## src/rtl/blk_prot_pkg.sv

```systemverilog
package blk_prot_pkg;
  typedef enum logic [3:0] {
    REG_CTRL  = 4'd0,
    REG_MAX   = 4'd1,
    REG_IDX   = 4'd2,
    REG_LUT   = 4'd3,
    REG_STAT  = 4'd4,
    REG_CLR   = 4'd5,
    REG_EN    = 4'd6,
    REG_INFOA = 4'd7,
    REG_INFOB = 4'd8
  } reg_sel_e;

  localparam int CTRL_ERR_BIT = 4;
  localparam int CTRL_INC_BIT = 8;
  localparam int INFOB_MID_LSB = 8;
endpackage

```

## src/rtl/blk_prot_lookup.sv

```systemverilog
module blk_prot_lookup #(
  parameter int BLK_NUM_W = 7,
  localparam int NUM_BLKS = 1 << BLK_NUM_W
) (
  input  logic [BLK_NUM_W-1:0] blk_i,
  input  logic                 nsec_i,
  input  logic [NUM_BLKS-1:0]  lut_i,
  output logic                 allow_o
);
  // flat table: word w occupies bits [32w+31:32w], so bit index == block number
  assign allow_o = !nsec_i || lut_i[blk_i];
endmodule

```

## src/rtl/blk_prot_gate.sv

```systemverilog
module blk_prot_gate #(
  parameter int DATA_W = 32
) (
  input  logic              clk_i,
  input  logic              rst_ni,
  input  logic              req_valid_i,
  output logic              req_ready_o,
  input  logic              allow_i,
  input  logic              err_mode_i,
  output logic              mem_valid_o,
  input  logic              mem_ready_i,
  input  logic              mem_rsp_valid_i,
  input  logic [DATA_W-1:0] mem_rdata_i,
  input  logic              mem_err_i,
  output logic              rsp_valid_o,
  output logic [DATA_W-1:0] rsp_rdata_o,
  output logic              rsp_err_o,
  output logic              viol_o
);
  logic busy_q, blk_rsp_q, blk_err_q, accept;

  assign req_ready_o = !busy_q && (!allow_i || mem_ready_i);
  assign mem_valid_o = req_valid_i && allow_i && !busy_q;
  assign accept      = req_valid_i && req_ready_o;
  assign viol_o      = accept && !allow_i;

  assign rsp_valid_o = blk_rsp_q || (busy_q && mem_rsp_valid_i);
  assign rsp_rdata_o = blk_rsp_q ? '0 : mem_rdata_i;
  assign rsp_err_o   = blk_rsp_q ? blk_err_q : mem_err_i;

  always_ff @(posedge clk_i or negedge rst_ni) begin
    if (!rst_ni) begin
      busy_q    <= 1'b0;
      blk_rsp_q <= 1'b0;
      blk_err_q <= 1'b0;
    end else begin
      if (accept)           busy_q <= 1'b1;
      else if (rsp_valid_o) busy_q <= 1'b0;
      blk_rsp_q <= viol_o;
      blk_err_q <= viol_o && err_mode_i;
    end
  end

  a_r2_blocked_rsp_zero: assert property (@(posedge clk_i) disable iff (!rst_ni)
    viol_o |=> rsp_valid_o && rsp_rdata_o == '0);
  a_r3_blocked_rsp_err: assert property (@(posedge clk_i) disable iff (!rst_ni)
    viol_o && err_mode_i |=> rsp_err_o);
  a_r10_single_outstanding: assert property (@(posedge clk_i) disable iff (!rst_ni)
    accept |=> !req_ready_o);
endmodule

```

## src/rtl/blk_prot_regs.sv

```systemverilog
module blk_prot_regs
  import blk_prot_pkg::*;
#(
  parameter int ADDR_W    = 15,
  parameter int MID_W     = 4,
  parameter int LUT_WORDS = 4,
  localparam int IDX_W    = (LUT_WORDS > 1) ? $clog2(LUT_WORDS) : 1
) (
  input  logic                    clk_i,
  input  logic                    rst_ni,
  input  logic                    cfg_valid_i,
  input  logic                    cfg_write_i,
  input  logic [3:0]              cfg_addr_i,
  input  logic [31:0]             cfg_wdata_i,
  input  logic                    cfg_nsec_i,
  output logic [31:0]             cfg_rdata_o,
  input  logic                    viol_i,
  input  logic [ADDR_W-1:0]       viol_addr_i,
  input  logic                    viol_write_i,
  input  logic                    viol_nsec_i,
  input  logic [MID_W-1:0]        viol_mid_i,
  output logic [LUT_WORDS*32-1:0] lut_o,
  output logic                    err_mode_o,
  output logic                    irq_o
);
  localparam logic [IDX_W-1:0] IDX_MAX = IDX_W'(LUT_WORDS - 1);

  logic              err_q, inc_q, stat_q, en_q;
  logic [IDX_W-1:0]  idx_q;
  logic [31:0]       lut_q [LUT_WORDS];
  logic [ADDR_W-1:0] infoa_q;
  logic [31:0]       infob_q;
  logic              sec_acc, sec_wr, lut_acc, clr;

  assign sec_acc = cfg_valid_i && !cfg_nsec_i;
  assign sec_wr  = sec_acc && cfg_write_i;
  assign lut_acc = sec_acc && (cfg_addr_i == REG_LUT);
  assign clr     = sec_wr && (cfg_addr_i == REG_CLR) && cfg_wdata_i[0];

  always_ff @(posedge clk_i or negedge rst_ni) begin
    if (!rst_ni) begin
      err_q   <= 1'b0;
      inc_q   <= 1'b0;
      en_q    <= 1'b0;
      stat_q  <= 1'b0;
      idx_q   <= '0;
      infoa_q <= '0;
      infob_q <= '0;
      for (int w = 0; w < LUT_WORDS; w++) lut_q[w] <= '0;
    end else begin
      if (sec_wr) begin
        case (cfg_addr_i)
          REG_CTRL: begin
            err_q <= cfg_wdata_i[CTRL_ERR_BIT];
            inc_q <= cfg_wdata_i[CTRL_INC_BIT];
          end
          REG_IDX: idx_q <= (cfg_wdata_i > 32'(LUT_WORDS - 1)) ? IDX_MAX : cfg_wdata_i[IDX_W-1:0];
          REG_LUT: lut_q[idx_q] <= cfg_wdata_i;
          REG_EN:  en_q <= cfg_wdata_i[0];
          default: ;
        endcase
      end
      if (lut_acc && inc_q) idx_q <= (idx_q == IDX_MAX) ? '0 : idx_q + IDX_W'(1);
      // a new rejection wins over a clear in the same cycle
      stat_q <= (stat_q && !clr) || viol_i;
      if (viol_i && (!stat_q || clr)) begin
        infoa_q <= viol_addr_i;
        infob_q <= 32'({viol_mid_i, 6'b0, viol_nsec_i, viol_write_i});
      end
    end
  end

  always_comb begin
    cfg_rdata_o = '0;
    if (sec_acc) begin
      case (cfg_addr_i)
        REG_CTRL:  cfg_rdata_o = (32'(err_q) << CTRL_ERR_BIT) | (32'(inc_q) << CTRL_INC_BIT);
        REG_MAX:   cfg_rdata_o = 32'(LUT_WORDS - 1);
        REG_IDX:   cfg_rdata_o = 32'(idx_q);
        REG_LUT:   cfg_rdata_o = lut_q[idx_q];
        REG_STAT:  cfg_rdata_o = {31'b0, stat_q};
        REG_EN:    cfg_rdata_o = {31'b0, en_q};
        REG_INFOA: cfg_rdata_o = 32'(infoa_q);
        REG_INFOB: cfg_rdata_o = infob_q;
        default:   cfg_rdata_o = '0;
      endcase
    end
  end

  for (genvar w = 0; w < LUT_WORDS; w++) begin : g_lut_flat
    assign lut_o[w*32 +: 32] = lut_q[w];
  end

  assign err_mode_o = err_q;
  assign irq_o      = stat_q && en_q;

  a_r4_info_hold: assert property (@(posedge clk_i) disable iff (!rst_ni)
    stat_q && !clr |=> $stable(infoa_q) && $stable(infob_q));
  a_r5_clear_drops_irq: assert property (@(posedge clk_i) disable iff (!rst_ni)
    clr && !viol_i |=> !irq_o);
  a_r9_viol_beats_clear: assert property (@(posedge clk_i) disable iff (!rst_ni)
    clr && viol_i |=> stat_q);
  a_r6_index_wraps: assert property (@(posedge clk_i) disable iff (!rst_ni)
    lut_acc && inc_q && idx_q == IDX_MAX |=> idx_q == '0);
  a_r7_nsec_no_write: assert property (@(posedge clk_i) disable iff (!rst_ni)
    cfg_valid_i && cfg_write_i && cfg_nsec_i && !viol_i |=>
      $stable(err_q) && $stable(inc_q) && $stable(en_q) && $stable(idx_q) && $stable(stat_q));
endmodule

```

## src/rtl/blk_prot_filter.sv

```systemverilog
module blk_prot_filter #(
  parameter int ADDR_W    = 15,
  parameter int DATA_W    = 32,
  parameter int BLK_BYTES = 256,
  parameter int MID_W     = 4
) (
  input  logic              clk_i,
  input  logic              rst_ni,
  input  logic              req_valid_i,
  output logic              req_ready_o,
  input  logic [ADDR_W-1:0] req_addr_i,
  input  logic              req_write_i,
  input  logic [DATA_W-1:0] req_wdata_i,
  input  logic              req_nsec_i,
  input  logic [MID_W-1:0]  req_mid_i,
  output logic              rsp_valid_o,
  output logic [DATA_W-1:0] rsp_rdata_o,
  output logic              rsp_err_o,
  output logic              mem_valid_o,
  input  logic              mem_ready_i,
  output logic [ADDR_W-1:0] mem_addr_o,
  output logic              mem_write_o,
  output logic [DATA_W-1:0] mem_wdata_o,
  input  logic              mem_rsp_valid_i,
  input  logic [DATA_W-1:0] mem_rdata_i,
  input  logic              mem_err_i,
  input  logic              cfg_valid_i,
  input  logic              cfg_write_i,
  input  logic [3:0]        cfg_addr_i,
  input  logic [31:0]       cfg_wdata_i,
  input  logic              cfg_nsec_i,
  output logic [31:0]       cfg_rdata_o,
  output logic              irq_o
);
  localparam int BLK_SHIFT = $clog2(BLK_BYTES);
  localparam int BLK_NUM_W = ADDR_W - BLK_SHIFT;
  localparam int NUM_BLKS  = 1 << BLK_NUM_W;
  localparam int LUT_WORDS = (NUM_BLKS + 31) / 32;

  logic [LUT_WORDS*32-1:0] lut_flat;
  logic allow, err_mode, viol;

  assign mem_addr_o  = req_addr_i;
  assign mem_write_o = req_write_i;
  assign mem_wdata_o = req_wdata_i;

  blk_prot_lookup #(.BLK_NUM_W(BLK_NUM_W)) u_lookup (
    .blk_i   (req_addr_i[ADDR_W-1:BLK_SHIFT]),
    .nsec_i  (req_nsec_i),
    .lut_i   (lut_flat[NUM_BLKS-1:0]),
    .allow_o (allow)
  );

  blk_prot_gate #(.DATA_W(DATA_W)) u_gate (
    .clk_i           (clk_i),
    .rst_ni          (rst_ni),
    .req_valid_i     (req_valid_i),
    .req_ready_o     (req_ready_o),
    .allow_i         (allow),
    .err_mode_i      (err_mode),
    .mem_valid_o     (mem_valid_o),
    .mem_ready_i     (mem_ready_i),
    .mem_rsp_valid_i (mem_rsp_valid_i),
    .mem_rdata_i     (mem_rdata_i),
    .mem_err_i       (mem_err_i),
    .rsp_valid_o     (rsp_valid_o),
    .rsp_rdata_o     (rsp_rdata_o),
    .rsp_err_o       (rsp_err_o),
    .viol_o          (viol)
  );

  blk_prot_regs #(
    .ADDR_W    (ADDR_W),
    .MID_W     (MID_W),
    .LUT_WORDS (LUT_WORDS)
  ) u_regs (
    .clk_i        (clk_i),
    .rst_ni       (rst_ni),
    .cfg_valid_i  (cfg_valid_i),
    .cfg_write_i  (cfg_write_i),
    .cfg_addr_i   (cfg_addr_i),
    .cfg_wdata_i  (cfg_wdata_i),
    .cfg_nsec_i   (cfg_nsec_i),
    .cfg_rdata_o  (cfg_rdata_o),
    .viol_i       (viol),
    .viol_addr_i  (req_addr_i),
    .viol_write_i (req_write_i),
    .viol_nsec_i  (req_nsec_i),
    .viol_mid_i   (req_mid_i),
    .lut_o        (lut_flat),
    .err_mode_o   (err_mode),
    .irq_o        (irq_o)
  );
endmodule

```

## config.mk

```make
export PLATFORM = sky130hd
export DESIGN_NAME = blk_prot_filter
export DESIGN_NICKNAME = d
export VERILOG_FILES = /design/src/rtl/blk_prot_pkg.sv /design/src/rtl/blk_prot_lookup.sv /design/src/rtl/blk_prot_gate.sv /design/src/rtl/blk_prot_regs.sv /design/src/rtl/blk_prot_filter.sv
export SDC_FILE = /design/constraint.sdc
export NUM_CORES = 1
export LEC_CHECK = 0
export BUFFER_PORTS_ARGS = -buffer_cell sky130_fd_sc_hd__buf_2
export CAP_MARGIN = 20
export CORE_UTILIZATION = 54
export DETAILED_ROUTE_END_ITERATION = 8
export PLACE_DENSITY = 0.83
export SKIP_CTS_REPAIR_TIMING = 1
export SYNTH_ARGS = -nofsm -noshare
export SYNTH_HDL_FRONTEND = slang
export SYNTH_HIERARCHICAL = 1
export SYNTH_SLANG_ARGS = --single-unit
```

## constraint.sdc

```tcl
create_clock -name clk_i -period 3.4 [get_ports clk_i]
set_clock_uncertainty 0.05 [all_clocks]
set_input_delay 0.17 -clock clk_i [delete_from_list [all_inputs] [get_ports clk_i]]
set_output_delay 0.17 -clock clk_i [all_outputs]
set_load 0.02 [all_outputs]
```

== Word-level counts from Yosys, hierarchy flattened ==
Index checks and enable logic that the tools add are counted.
Word-level totals
  output and inout port bits: 117
  input port bits: 130
  flip-flop bits (word level): 158
  logic and storage cells: 85
Operators by class
  mux-type cells: 19
  magnitude comparators: 4
  bitwise logic cells: 2
  add/sub/neg operators: 1
  equal/unequal tests: 9
  reductions and logical operators: 36
Operator list (count)
  32-bit case mux with 8 select lines: 1
  32-bit two-way mux: 5
  128-bit bitwise mux: 1
  32-bit binary-select mux with 2-bit select: 1
  32-bit demux with 2-bit select: 1
  32-bit by 2-bit > comparator with 1-bit output, second input constant: 1
  1-bit logical AND: 17
  4-bit by 3-bit == test with 1-bit output, second input constant: 4
  2-bit two-way mux: 5
  5-bit by 9-bit OR with 9-bit output: 1
  4-bit by 2-bit == test with 1-bit output, second input constant: 2
  7-bit by 8-bit less-than comparator with 1-bit output, second input constant: 1
  2-bit AND reduction: 4
  1-bit binary-select mux with 7-bit select: 1
  1-bit zero test: 6
  2-bit nonzero test: 3
  1-bit logical OR: 5
  4-bit by 1-bit == test with 1-bit output, second input constant: 1
  4-bit == test, second input constant: 1
  4-bit zero test: 1
  1-bit two-way mux: 4
  3-bit >= comparator, second input constant: 1
  3-bit by 1-bit less-than comparator with 1-bit output, second input constant: 1
  2-bit NOT with 3-bit output: 1
  2 further kinds: 2

== Depth between registers and ports, before layout ==
Gate-level depths: netlist (run 1).
  depth after elaboration: 9
  depth in mapped cells: 13
  gate-level depth less buffers: 9

== Modules after synthesis ==
The synthesis (run 1) kept the hierarchy.
Modules (own cells, without submodules)
  blk_prot_regs: cells an instance 483, instances 1, area each 7257.0 sq um, seq. area each 3878.7 sq um
  blk_prot_lookup: cells an instance 100, instances 1, area each 1169.9 sq um, seq. area each 0.0 sq um
  blk_prot_gate: cells an instance 48, instances 1, area each 369.1 sq um, seq. area each 75.1 sq um
  blk_prot_filter: cells an instance 48, instances 1, area each 360.3 sq um, seq. area each 0.0 sq um

== Worst setup path after synthesis (run 1) ==
No wires, ideal clock.
  path kind: register to register
  from: register u_regs.lut_q, in the netlist u_regs/lut_o[11]
  to: register u_regs.infoa_q[0]
  required time: 3225 ps
  cell stages (with the launch flop): 10
  arrival: 2601 ps
  period minus slack after synthesis: 2776 ps
  path buffers: 1
  setup slack: 624 ps
  setup time: 125 ps
  cells stage by stage: dfrtp_1 > mux4_1 > mux2_2 > a221oi_2 > a2111oi_1 > o41a_1 > nor3b_2 > nand2b_1 > buf_2 > mux2_2
Between the ends
  cells in the longest elaborated chain, start to end: 9
Ends and longest elaborated chain
  from (decl): RTL line blk_prot_regs.sv:30  | logic [31:0] lut_q [LUT_WORDS];
  from (signal, indexed assignment): RTL line blk_prot_regs.sv:58  | REG_LUT: lut_q[idx_q] <= cfg_wdata_i;
  1-bit binary-select mux with 7-bit select (*): RTL line blk_prot_lookup.sv:11  | assign allow_o = !nsec_i || lut_i[blk_i];
  1-bit two-way mux (not written as such) (*): RTL line blk_prot_lookup.sv:11
  1-bit logical OR (*): RTL line blk_prot_lookup.sv:11
  net allow: RTL line blk_prot_filter.sv:41  | logic allow, err_mode, viol;
  1-bit zero test (*): RTL line blk_prot_gate.sv:22, blk_prot_gate.sv:25
  1-bit logical OR: RTL line blk_prot_gate.sv:22  | assign req_ready_o = !busy_q && (!allow_i || mem_ready_i);
  1-bit logical AND: RTL line blk_prot_gate.sv:22
  1-bit logical AND: RTL line blk_prot_gate.sv:24  | assign accept = req_valid_i && req_ready_o;
  1-bit logical AND (*): RTL line blk_prot_gate.sv:25  | assign viol_o = accept && !allow_i;
  net viol: RTL line blk_prot_filter.sv:41
  1-bit logical AND (*): RTL line blk_prot_regs.sv:66  | if (viol_i && (!stat_q || clr)) begin
  to (signal assigned): RTL line blk_prot_regs.sv:67  | infoa_q <= viol_addr_i;
  to (decl): RTL line blk_prot_regs.sv:31  | logic [ADDR_W-1:0] infoa_q;
The timed path passes the listed nets; every way through them passes the cells marked *. The select of a mux whose other input is x is not followed.
A chain may end at the register's enable or synchronous reset.

== Final worst setup path (run 1) ==
  from: register u_regs.lut_q, in the netlist u_regs/lut_o[34]
  to: output req_ready_o
Between the ends
  cells in the longest elaborated chain, start to end: 6
Ends and longest elaborated chain
  1-bit binary-select mux with 7-bit select: RTL line blk_prot_lookup.sv:11
  1-bit two-way mux (not written as such): RTL line blk_prot_lookup.sv:11
  1-bit logical OR: RTL line blk_prot_lookup.sv:11
  net allow: RTL line blk_prot_filter.sv:41
  1-bit zero test: RTL line blk_prot_gate.sv:22
  1-bit logical OR: RTL line blk_prot_gate.sv:22
  1-bit logical AND: RTL line blk_prot_gate.sv:22
  to (decl): RTL line blk_prot_filter.sv:10  | output logic req_ready_o,
The timed path passes the listed nets, and every way through them passes these cells. The select of a mux whose other input is x is not followed.

==> results of run 1 <==
[cell type report]
type                    instances  area, um2
clock buffers                  23      488.0
well taps                     220      275.3
diodes                          5      12.51
fillers                      1278       5824
inverters                       9      33.78
clock inverters                 9      180.2
repair buffers                219       1272
multi-input cells             416       4542
flip-flops and latches        158       3955
[Yosys cell counts (2+ instances only)]
cell type	n	area [um2]
mux2_2	154	1734
a221oi_1	2	17.52
nand2_1	6	22.52
nor3_1	2	10.01
nor4_1	10	62.56
buf_2	26	130.1
nand3_1	7	35.03
nand3b_1	5	37.54
o21ai_0	5	25.02
buf_6	8	90.09
mux2_1	3	33.78
mux4_1	5	131.4
nor2b_1	38	237.7
and2_1	5	31.28
mux2i_1	19	190.2
mux4_2	54	1216
nor2_1	13	48.80
o41a_1	2	22.52
nand2b_1	4	25.02
nand4_1	3	18.77
dfrtp_1	158	3954
clkbuf_1	11	41.29
a22o_1	11	96.34
nand3_4	2	35.03
and3_1	22	137.6
buf_4	51	382.9
ha_1	4	50.05
a22oi_1	5	37.54
o21a_1	2	15.01
a21o_1	2	15.01
a222oi_1	3	30.03
a21oi_1	8	40.04
a31oi_1	3	18.77
inv_1	9	33.78
[sequential cells by signal (all words and copies together), names as in the netlist]
register / flops
u_gate/blk_rsp_q: 1
u_regs/inc_q: 1
u_regs/lut_o: 128
u_gate/blk_err_q: 1
u_regs/idx_q: 2
u_regs/stat_q: 1
u_regs/infoa_q: 15
u_regs/err_mode_o: 1
u_gate/busy_q: 1
u_regs/infob_q: 6
u_regs/en_q: 1
[stage by stage]
| stage | hold slack [ns] | cell area [um2] | util |
|---|---|---|---|
| after floorplan | -0.1756 | 9156 | - |
| after global placement | 0.2243 | 9866 | 0.5949 |
| after detailed placement | 0.2245 | 9866 | 0.5949 |
| after CTS | -0.2231 | 10530 | 0.6352 |
| after global routing | 0.002922 | 10760 | 0.6486 |
| final | -0.003925 | 10760 | 0.6488 |
[worst paths after layout]
kind / from / end
max: u_regs/lut_o[34]$_DFFE_PN0P_ / req_ready_o
min: cfg_wdata_i[27] / u_regs/lut_o[123]$_DFFE_PN0P_
max reg2reg: u_regs/lut_o[34]$_DFFE_PN0P_ / u_regs/infoa_q[7]$_DFFE_PN0P_
min reg2reg: u_regs/infoa_q[0]$_DFFE_PN0P_ / u_regs/infoa_q[0]$_DFFE_PN0P_
max in group asynchronous: rst_ni / u_regs/infoa_q[11]$_DFFE_PN0P_
min in group asynchronous: rst_ni / u_regs/lut_o[123]$_DFFE_PN0P_
[critical path: stages (launching register included)]
cell	delay [ns]
dfrtp_1	0.41
mux4_1	0.53
mux2_2	0.30
a311oi_1	0.26
a211o_1	0.14
a21oi_1	0.04
o41a_1	0.39
or2b_1	0.20
nor2b_2	0.18
buf_2	0.19
[power by group through the flow]
stage                     Sequential [uW]  Clock [uW]  Combinational (uW)
after floorplan                      2170           0                 587
after global placement               2230           0                 764
after detailed placement             2240           0                 781
after CTS                            2210        2140                 791
after global routing                 2230        2240                 866
final                                2210        2130                 811
[per-layer routing]
| layer | track usage | vias to the layer above | wire (um) |
|---|---|---|---|
| li1 | - | 2807 | - |
| met1 | 0.4072 | 3434 | 10200 |
| met2 | 0.5335 | 419 | 13710 |
| met3 | 0.08727 | 48 | 2834 |
| met4 | 0.1117 | 0 | 736 |
| met5 | 0.01389 | - | 0 |
[cells by family after synthesis]
kind of cell / count (synthesis)
compound gates: 51
fa+ha+maj: 4
mux: 235
buf+inv: 105
simple gates: 126
flops: 158
==> impl_metrics.csv, run 1 <==
group,metric,value,unit
routing,drt-vias-per-instance,6.334,
cts,numCtsBuffers,17,
yosys,synth-edff-count,0,
global_route,grt_pass1_wl,41390,um
cts,h-tree-depth,4,
timing,setup_ws,0.1217,ns
timing,finalMaxSlewViolations,0,
run,drv_cap,0,
cts,tritoncts_num_sinks,158,
yosys,muxShareOfSynthArea,0.3610,
worst_setup_path,path_max_fanout,3,
yosys,synth_top_family_by_area,"multiplexers",
timing,setup_viol,0,
floorplanning,io_pins,247,
timing,tightest_slew,0.9723,ns
yosys,async_reset_ff_frac,1.000,
yosys,synthXorXnorAreaFrac,0,
timing,fin_setup_tns,0,ns
global_route,grt-ovfl-total,0,
floorplanning,start_util,0.5521,
min_path,holdPathStages,2,
floorplanning,die_width,132.2,um
power,p_leak,0.005408,uW
placement,place_ws,0.1595,ns
timing,fin_crit_sh,0.9642,
routing,drc,0,
worst_setup_path,timing.reg2reg.setup_slack,0.24,ns
routing,wl_per_cell,25.95,um
yosys,ys_warn_count,6,
final_layout,final_layout_size_suffix_gt1_frac,0.5348,
status,violations,"negative hold slack",
yosys,ys_seq_area_frac,0.4318,
power,pwr-share-clk,0.413,
placement,io_buffers,182,
placement,globalplace.congestion,0.9282,
cts,clk_pin_slew,0.06,ns
power,p_int,3853,uW
worst_setup_path,endpoint_kind,"primary output",
floorplanning,core,16580,um2
final_layout,final_common_cell,"buf_2",
final_layout,final_cell_count_no_fill,1059,
routing,drt-initial-drc-count,558,
floorplanning,die_area,17480,um2
yosys,syn_area_per_cell,13.48,um2
final_layout,num-nets-final,955,
final_layout,syn_to_final_growth,17.51,%
timing,rsz0062_at_grt,"no",
yosys,synth_compound_area_frac,0.04291,
timing,hold_viol_final,3,
floorplanning,die_y,132.2,um
routing,wirelength,27480,um
global_route,antenna_found_initial,4,
power,switchingPower,1298,uW
worst_setup_path,path_class,"reg2out",
cts,cts_root_buf,"clkbuf_16",
routing,final_antenna_net_count,0,
worst_setup_path,start_kind,"register",
yosys,synthesis.instances,679,
timing,fmax,305.0,MHz
worst_setup_path,crit_arrival,3.06,ns
power,p_comb_frac,0.157,
cts,clk_path_buf_depth,2,
yosys,syn_nets,813,
placement,hpwl,19860,um
yosys,syn_area,9156,um2
min_path,hold_path_class,"in2reg",
worst_setup_path,reg2regPathDepth,10,
cts,clk_latency,0.43,ns
yosys,synthFlopType,"dfrtp_1",
cts,cts_tree,"done",
routing,dr.pass1.iters,4,
final_layout,layout_common_cells,"buf_2, dfrtp_1, mux2_2, mux4_2, nor2b_1",
yosys,synth.distinct_cells,51,
power,sequentialPowerShare,0.429,
yosys,synth_adder_area_share,0.005466,
power,vdd_drop_max,368.1,uV
global_route,grt_max_degree,83,
power,finalPower,5151,uW
global_route,first_global_vias,6758,
floorplanning,rows,47,
power,swShare,0.2520,
placement,place_inst,1001,
timing,slew_headroom,0.3518,
timing,min_period,3.278,ns
status,outcome,"finished with violations",
yosys,synth.ff_latch_count,158,
worst_setup_path,worstPathRequired,3.18,ns
power,power.density,478.8,nW/um2
timing,hold_ws,-0.003925,ns
yosys,synthSimpleGateAreaFrac,0.08472,
global_route,grt.total_usage,0.3217,
routing,dr_total_vias,6708,
Note: power is estimated with default switching activity, not from simulation.
==> run 2: changes to the inputs <==
CORE_ASPECT_RATIO = 1.75   (was not set)
==> run 2 against run 1 <==
Net effect:
- the run still ends with negative hold slack left
- largest power group unchanged
- sequential share of layout area grew 0.47 points
- maximum frequency shrank 1.1%
- largest cell class unchanged
- combinational power is essentially flat
- cell area shrank 1.3%
- die area grew 0.12%
- highest routed layer is now met5
- non-clock buffer count shrank 1
- critical path depth is the same
- global-route usage shrank 1.1 points
- utilization shrank 0.59 points
- clock-buffer cell count shrank 5
==> impl_metrics.csv, run 2 (synthesis gave the netlist of run 1 again) <==
group,metric,value,unit
worst_setup_path,crit_family,"compound AO/OA/AOI/OAI gates",
placement,hpwl,19740,um
floorplanning,start_util,0.5541,
timing,setup_viol,0,
routing,wl_met2,13960,um
power,p_leak,0.005326,uW
min_path,hold_path_class,"in2reg",
worst_setup_path,reg2reg_from,"u_regs/lut_o[35]$_DFFE_PN0P_",
global_route,grt_max_degree,76,
timing,hold_viol_final,10,
floorplanning,die_area,17500,um2
routing,drc,0,
cts,h-tree-depth,4,
cts,cts_tree,"done",
worst_setup_path,crit_buf_inv,2,
floorplanning,rows,62,
timing,hold_ws,-0.009051,ns
timing,slew_headroom,0.3240,
global_route,grt-ovfl-total,0,
min_path,min_to,"u_regs/lut_o[103]$_DFFE_PN0P_",
worst_setup_path,r2r_end,"u_regs/infoa_q[8]$_DFFE_PN0P_",
timing,finalMaxSlewViolations,0,
cts,clk_path_buf_depth,2,
worst_setup_path,endpoint_kind,"primary output",
status,violations,"negative hold slack",
worst_setup_path,cpMaxStageDelayCell,"mux4_1",
routing,drt-initial-drc-count,552,
routing,dr.pass1.iters,5,
final_layout,largest_reg_flops,128,
final_layout,layout_common_cells,"buf_2, dfrtp_1, mux2_2, mux4_2, nor2b_1",
timing,fin_crit_sh,0.9747,
cts,clk_pin_slew,0.07,ns
routing,wirelength,27010,um
min_path,worstHoldStart,"cfg_wdata_i[7]",
worst_setup_path,path_class,"reg2out",
global_route,first_global_vias,6702,
timing,fmax,301.7,MHz
routing,wl_met3,2103,um
worst_setup_path,timing.reg2reg.setup_slack,0.11,ns
final_layout,fin_util,0.6429,
cts,numCtsBuffers,17,
worst_setup_path,cpPeakStageDelay,0.52,ns
routing,met1Wirelength,9541,um
final_layout,final_common_cell,"buf_2",
cts,tritoncts_num_sinks,158,
worst_setup_path,start_kind,"register",
floorplanning,die_width,100.4,um
routing,dr_total_vias,6615,
cts,cts_root_buf,"clkbuf_16",
placement,io_buffers,182,
power,power.density,450.2,nW/um2
worst_setup_path,crit_arrival,3.09,ns
timing,tightest_slew,1.014,ns
power,vdd_drop_max,313.0,uV
routing,wl_per_cell,25.53,um
floorplanning,die_y,174.3,um
routing,drt-vias-per-instance,6.252,
status,outcome,"finished with violations",
placement,globalplace.congestion,0.9390,
floorplanning,core,16520,um2
global_route,grt.total_usage,0.3105,
final_layout,num-nets-final,954,
timing,min_period,3.314,ns
run,drv_cap,0,
global_route,grt_pass1_wl,39230,um
worst_setup_path,worstPathRequired,3.18,ns
power,finalPower,4783,uW
final_layout,syn_to_final_growth,16.02,%
final_layout,final_layout_size_suffix_gt1_frac,0.5414,
worst_setup_path,path_max_fanout,3,
worst_setup_path,path_cells,"mux4_1 > mux2_2 > a311oi_2 > a211o_1 > a21oi_1 > o41a_1 > buf_4 > and2_1 > buf_2",
global_route,antenna_found_initial,2,
floorplanning,io_pins,247,
routing,final_antenna_net_count,0,
routing,dr.max_layer_used,"met5",
worst_setup_path,reg2regPathDepth,11,
cts,clk_latency,0.43,ns
min_path,holdPathStages,2,
[run 2: cell types whose count changed in the layout (fill, tap and decap cells not counted), sizes merged]
cell         change
bufinv           -5
buf              +2
clkbuf           -5
inv              +5
clkinv           +1
diode            -4
dlygate4sd3      -3
clkinvlp         +4
[run 2: layer usage]
metal,GRT usage,vias up
met5,0,-
met4,0.1787,2
met1,0.3498,3327
li1,-,2802
met2,0.5342,388
met3,0.06795,96
[run 2: how the worst max path moves through the flow]
stage | endpoint | startpoint | cells after the start | slack (ns)
final | mem_valid_o | u_regs/lut_o[35]$_DFFE_PN0P_ | 9 | 0.09
after global routing | req_ready_o | u_regs/lut_o[35]$_DFFE_PN0P_ | 9 | -0.001
after CTS | req_ready_o | u_regs/lut_o[34]$_DFFE_PN0P_ | 9 | 0.13
after detailed placement | u_regs/infoa_q[1]$_DFFE_PN0P_ | req_addr_i[9] | 11 | 0.11
after global placement | u_regs/infoa_q[9]$_DFFE_PN0P_ | req_addr_i[9] | 11 | 0.23
after floorplan | u_regs/infoa_q[0]$_DFFE_PN0P_ | u_regs/lut_o[11]$_DFFE_PN0P_ | 9 | 0.62
[run 2: cell type report]
cell class | instances | area (um2)
Clock buffer | 18 | 429.2
Antenna cell | 1 | 2.502
Clock inverter | 14 | 111.4
Multi-Input combinational cell | 416 | 4551
Fill cell | 1231 | 5901
Timing Repair Buffer | 218 | 1260
Sequential cell | 158 | 3955
Inverter | 9 | 33.78
Tap cell | 224 | 280.3
[run 2: through the flow]
stage	TNS, ns	hold WS [ns]	setup slack [ns]	cells	instance area (um2)
floorplan	0	-0.1756	0.6240	679	9156
global placement	0	0.1035	0.2307	1006	9878
detailed placement	0	0.1064	0.1091	1006	9878
CTS	0	-0.3386	0.1326	1038	10420
global route	-0.001804	0.001101	-0.001381	1058	10620
finish	0	-0.009051	0.08585	1058	10620
[run 2: power breakdown]
part / switching (uW) / internal (uW) / leakage, uW
Clock: 809 / 946 / 0.000252
Combinational: 403 / 407 / 0.00294
Sequential: 153 / 2060 / 0.00214
